===== src/rtl/tpv_pkg.sv =====
// Package: shared widths, pattern encodings and the expected-pattern builder
// for the 64b/66b test pattern verifier.
// Assumes: header value 2'b01 marks a data block and 2'b10 a control block.
package tpv_pkg;

    localparam int HDR_W = 2;
    localparam int PAY_W = 64;
    localparam int CNT_W = 16;
    localparam int HALF_W = PAY_W / 2;

    localparam logic [HDR_W-1:0] HDR_DATA = 2'b01;
    localparam logic [HDR_W-1:0] HDR_CTRL = 2'b10;

    localparam logic [7:0]  LF_BLK_TYPE = 8'h4B;
    localparam logic [7:0]  LF_ORD_CODE = 8'h00;
    localparam logic [23:0] LF_SEQ      = 24'h000001;

    typedef enum logic {
        PAT_ZERO   = 1'b0,
        PAT_LFAULT = 1'b1
    } pat_sel_e;

    typedef struct packed {
        logic [HDR_W-1:0] hdr;
        logic [PAY_W-1:0] pay;
    } blk_t;

    // Build the local fault payload: lower half holds the block type and the
    // first sequence, upper half holds an order code and the second sequence.
    function automatic logic [PAY_W-1:0] lf_payload();
        logic [HALF_W-1:0] lo;
        logic [HALF_W-1:0] hi;
        lo = {LF_SEQ, LF_BLK_TYPE};
        hi = {LF_SEQ, LF_ORD_CODE};
        return {hi, lo};
    endfunction

endpackage


===== src/rtl/tpv_pattern_gen.sv =====
// Expected-pattern source.
// Does: maps the pattern select to the sync header and payload a correct
// block must carry. Purely combinational.
// Assumes: select is stable in any cycle a valid block is presented.
module tpv_pattern_gen
    import tpv_pkg::*;
(
    input  pat_sel_e sel_i,
    output blk_t     exp_o
);

    // Select the expected block for the chosen pattern.
    always_comb begin
        unique case (sel_i)
            PAT_LFAULT: begin
                exp_o.hdr = HDR_CTRL;
                exp_o.pay = lf_payload();
            end
            default: begin
                exp_o.hdr = HDR_DATA;
                exp_o.pay = '0;
            end
        endcase
    end

endmodule


===== src/rtl/tpv_block_cmp.sv =====
// Block comparator.
// Does: decides whether a presented block is a counted mismatch. The header
// must equal the expected header; the payload may equal the expected payload
// or its bitwise inverse. Blocks outside lock or without valid never miss.
// Assumes: expected block is already resolved for this cycle.
module tpv_block_cmp
    import tpv_pkg::*;
(
    input  blk_t exp_i,
    input  blk_t blk_i,
    input  logic vld_i,
    input  logic lock_i,
    output logic miss_o
);

    logic hdr_ok;
    logic pay_true;
    logic pay_inv;
    logic active;

    // Compare header and both payload polarities.
    always_comb begin
        hdr_ok   = (blk_i.hdr == exp_i.hdr);
        pay_true = (blk_i.pay == exp_i.pay);
        pay_inv  = (blk_i.pay == ~exp_i.pay);
    end

    // Qualify with valid and lock to form the mismatch strobe.
    always_comb begin
        active = vld_i && lock_i;
        miss_o = active && !(hdr_ok && (pay_true || pay_inv));
    end

endmodule


===== src/rtl/tpv_err_counter.sv =====
// Mismatch counter and error pulse.
// Does: registers a one-cycle error pulse per mismatch and a saturating
// count; clear beats a simultaneous increment.
// Assumes: synchronous active-low reset held for at least one edge.
module tpv_err_counter #(
    parameter int CNT_W = 16
) (
    input  logic             clk_i,
    input  logic             rst_ni,
    input  logic             miss_i,
    input  logic             clr_i,
    output logic             err_o,
    output logic [CNT_W-1:0] cnt_o
);

    localparam logic [CNT_W-1:0] CNT_MAX = {CNT_W{1'b1}};

    logic at_max;

    // Flag the saturation point.
    always_comb at_max = (cnt_o == CNT_MAX);

    // Register the error pulse.
    always_ff @(posedge clk_i) begin
        if (!rst_ni) err_o <= 1'b0;
        else         err_o <= miss_i;
    end

    // Count mismatches with clear priority and saturation.
    always_ff @(posedge clk_i) begin
        if (!rst_ni)                cnt_o <= '0;
        else if (clr_i)             cnt_o <= '0;
        else if (miss_i && !at_max) cnt_o <= cnt_o + 1'b1;
    end

endmodule


===== src/rtl/tpv_top.sv =====
// Test pattern verifier top.
// Does: checks each valid block under lock against the selected test
// pattern or its inverse, pulses err_o and counts each mismatch.
// Assumes: inputs are synchronous to clk_i; outputs lag the block by one cycle.
module tpv_top
    import tpv_pkg::*;
(
    input  logic             clk_i,
    input  logic             rst_ni,
    input  logic [1:0]       blk_hdr_i,
    input  logic [63:0]      blk_pay_i,
    input  logic             blk_vld_i,
    input  logic             lock_i,
    input  logic             pat_sel_i,
    input  logic             cnt_clr_i,
    output logic             err_o,
    output logic [15:0]      mis_cnt_o
);

    pat_sel_e sel;
    blk_t     exp_blk;
    blk_t     in_blk;
    logic     miss;

    // Pack the inputs into block form.
    always_comb begin
        sel        = pat_sel_e'(pat_sel_i);
        in_blk.hdr = blk_hdr_i;
        in_blk.pay = blk_pay_i;
    end

    tpv_pattern_gen u_gen (
        .sel_i (sel),
        .exp_o (exp_blk)
    );

    tpv_block_cmp u_cmp (
        .exp_i  (exp_blk),
        .blk_i  (in_blk),
        .vld_i  (blk_vld_i),
        .lock_i (lock_i),
        .miss_o (miss)
    );

    tpv_err_counter #(
        .CNT_W (CNT_W)
    ) u_cnt (
        .clk_i  (clk_i),
        .rst_ni (rst_ni),
        .miss_i (miss),
        .clr_i  (cnt_clr_i),
        .err_o  (err_o),
        .cnt_o  (mis_cnt_o)
    );

endmodule


===== config.mk =====
export PLATFORM = sky130hd
export DESIGN_NAME = tpv_top
export DESIGN_NICKNAME = d
export VERILOG_FILES = /design/src/rtl/tpv_pkg.sv /design/src/rtl/tpv_pattern_gen.sv /design/src/rtl/tpv_block_cmp.sv /design/src/rtl/tpv_err_counter.sv /design/src/rtl/tpv_top.sv
export SDC_FILE = /design/constraint.sdc
export NUM_CORES = 1
export LEC_CHECK = 0
export BUFFER_PORTS_ARGS = -buffer_cell sky130_fd_sc_hd__clkbuf_2
export CORE_MARGIN = 3
export CORE_UTILIZATION = 27
export CTS_CLUSTER_SIZE = 14
export DETAILED_ROUTE_END_ITERATION = 8
export HOLD_SLACK_MARGIN = 0.15
export PLACE_DENSITY_LB_ADDON = 0.25
export SLEW_MARGIN = 20
export SYNTH_ARGS = -nofsm -noshare
export SYNTH_HDL_FRONTEND = slang
export SYNTH_HIERARCHICAL = 1
export SYNTH_SLANG_ARGS = --single-unit

===== constraint.sdc =====
create_clock -name clk_i -period 5 [get_ports clk_i]
set_input_delay 0.5 -clock clk_i [delete_from_list [all_inputs] [get_ports clk_i]]
set_output_delay 0.5 -clock clk_i [all_outputs]
set_load 0.1 [all_outputs]

==> flow_metrics.py <==
metrics = {
    "drt": {
        "wl_per_cell_um": 12.3,
        "wirelength_um": 5640,
        "firstDrtPassIters": 4,
        "dr_total_vias": 1985,
        "route.detailed.drc": 0,
        "ant_nets": 0,
        "drt_iter0_markers": 61,
        "viasPerCell": 4.32,
    },
    "finish": {
        "diodes": 0,
        "final_cell_mix": "clkbuf_2 (88), xnor2_1 (64), conb_1 (58)",
        "final_cells": 459,
        "area_delta_synth_final_pct": 14.6,
        "drive_gt1_share_pct": 28.3,
        "finalNetCount": 431,
        "postLayoutCoreUtil_pct": 32.4,
        "finalInstanceArea_sq_um": 2560,
        "layout_commonest_cell": "clkbuf_2",
    },
    "timing": {
        "grt_setup_unrepaired": "false",
        "finClkSkew_ps": 5.98,
        "tns_ps": 0,
        "setup_ws_ps": 2230,
        "hold_slack_ps": 508,
        "setup_viol": 0,
        "slew_headroom_pct": 50.2,
        "max_freq_mhz": 361,
        "period_needed_ps": 2770,
        "hold_viol": 0,
        "worstMarginPinSlew_ps": 745,
        "min_period_over_period_pct": 55.4,
        "drv_slew": 0,
    },
    "setup_path": {
        "crit_required_ps": 5150,
        "crit_slowest_cell": "or4_1",
        "start_kind": "primary input",
        "crit_buf_inv": 1,
        "critPathMaxStageDelay_ps": 480,
        "crit_family": "simple AND/OR/NAND/NOR gates",
        "worstSetupPathType": "primary input to flop",
        "critical_path_arrival_ps": 2920,
        "path_cells": "clkbuf_2 -> xnor2_1 -> nor4_1 -> nand4_1 -> or4_1 -> a211oi_1 -> nor2_1 -> nand2_1 -> nor4_1 -> nand4_1 -> mux2_2",
        "crit_start": "pat_sel_i",
        "worstPathMaxFanout": 8,
        "end_kind": "flop",
        "r2r_start": "u_cnt/cnt_o[12]",
    },
    "logic_synthesis": {
        "ys_seq_elements": 17,
        "avgSynthCellArea_sq_um": 8.09,
        "netlist.top_cell.by_area": "xnor2_1",
        "netlist_area_sq_um": 2230,
        "yosys_warnings": 6,
        "ys_seq_area_share_pct": 15.2,
        "syn-instance-count": 276,
        "synth_cell_type_count": 40,
        "synth_top_area_share_pct": 25.1,
        "yosys-top-cells-area": "xnor2_1 (25%), buf_4 (22%), dfxtp_1 (15%)",
    },
    "cts": {
        "cts_sinks": 17,
        "cts_resized": 0,
        "root_buffer": "clkbuf_8",
        "post_cts_buffers": 0,
        "numCtsBuffers": 3,
        "cts.htree.levels": 1,
        "cts.clk_slew.worst_paths_ps": 70,
        "hold_buffers": 0,
        "cts_tree": "done",
        "cts.path.max_buffers": 2,
        "clk_latency_ps": 260,
    },
    "global_routing": {
        "grt_max_degree": 16,
        "grt_pass1_wl_um": 9270,
        "globalRouteOverflowTotal": 0,
        "grtUsageTotal_pct": 11.8,
        "grt_pass1_vias": 1960,
        "antenna_found_initial": 0,
    },
    "status": {
        "status": "finished clean",
    },
    "floorplan": {
        "die_area_sq_um": 9400,
        "io_pins": 89,
        "die_w_um": 97.0,
        "die_h_um": 97.0,
        "fp.coreArea_sq_um": 7890,
        "row_count": 32,
        "start_util_pct": 28.3,
    },
    "power": {
        "power_uw": 379,
        "peakVddDrop_mv": 0.0686,
        "leakage_nw": 1.02,
        "power_density_nw_per_um2": 148,
    },
    "min_path": {
        "hp-class": "primary input to flop",
        "hp-start": "rst_ni",
    },
    "place": {
        "gp_congestion": 0.760,
        "dp_slack_ps": 1950,
        "place_area_sq_um": 2510,
        "dp_hpwl_um": 4960,
        "port_buffers": 88,
        "dp.cells": 455,
    },
    "run": {
        "maxCapViolCount": 0,
    },
}
## final cells by class
class                   count  area (sq um)
inverters                   3          11.3
fillers                   856          5330
multi-input cells         245          1590
clock inverters             1          5.00
flip-flops and latches     17           340
clock buffers               3          41.3
repair buffers             88           440
well taps                 102           128
## sequential cells by signal (all words and copies together) (netlist names)
register and count:
u_cnt/cnt_o 16, u_cnt/err_o 1
## Yosys cell counts (all sizes together)
master	instances
o41ai	2
buf	66
a21bo	1
a21oi	7
nor2b	1
nand2b	2
and3	1
o31ai	3
inv	3
o2111ai	1
or4	5
nand3	4
ha	1
nand4	27
and2	3
dfxtp	17
mux2	1
mux2i	1
xnor2	64
a211oi	1
or3	5
o21ai	5
nor2	5
nor3	3
conb	1
nand2	10
o311ai	1
o31a	1
o21a	3
and4	1
xor2	3
nand3b	1
nor4	24
clkbuf	2
## worst reg2reg max path: stages, from the launching register on
cell and delay (ps):
dfxtp_1 420, nand4_1 300, o41ai_4 830, o21ai_0 200, a21oi_1 150
## layer usage
| layer | global-route usage [%] | wire length (um) | up-vias |
|---|---|---|---|
| met5 | 0 | 0 | - |
| met4 | 2.59 | 22 | 0 |
| met3 | 2.16 | 399 | 2 |
| met2 | 20.3 | 2800 | 67 |
| met1 | 15.3 | 2420 | 877 |
| li1 | - | - | 1039 |
## logic make-up (layout without fill, tap and decap cells)
family | count (synthesis) | after routing | synth area share (%)
AND/OR/NAND/NOR | 92 | 92 | 25.5
buffers and inverters | 71 | 95 | 23.0
XOR/XNOR | 67 | 67 | 26.3
AO/OA/AOI/OAI | 25 | 25 | 8.29
flip-flops | 17 | 17 | 15.2
multiplexers | 2 | 2 | 0.952
adder cells (fa/ha/maj) | 1 | 1 | 0.560
other | 1 | 58 | 0.168
## final timing paths
path                                   endpoint  slack, ps  cells after the start
worst max-delay path            u_cnt/cnt_o[15]       2230                     11
worst min-delay path                u_cnt/err_o        510                      2
worst max register to register   u_cnt/cnt_o[4]       3020                      4
worst min register to register  u_cnt/cnt_o[10]        520                      2
## power breakdown
group / total, mW / internal (mW) / leakage (nW) / switching, mW
clock: 0.107 / 0.0554 / 0.0255 / 0.0514
combinational: 0.136 / 0.0626 / 0.861 / 0.0730
sequential: 0.137 / 0.136 / 0.137 / 0.000632
total: 0.379 / 0.254 / 1.02 / 0.125
Power figures use the tool's default switching activity.
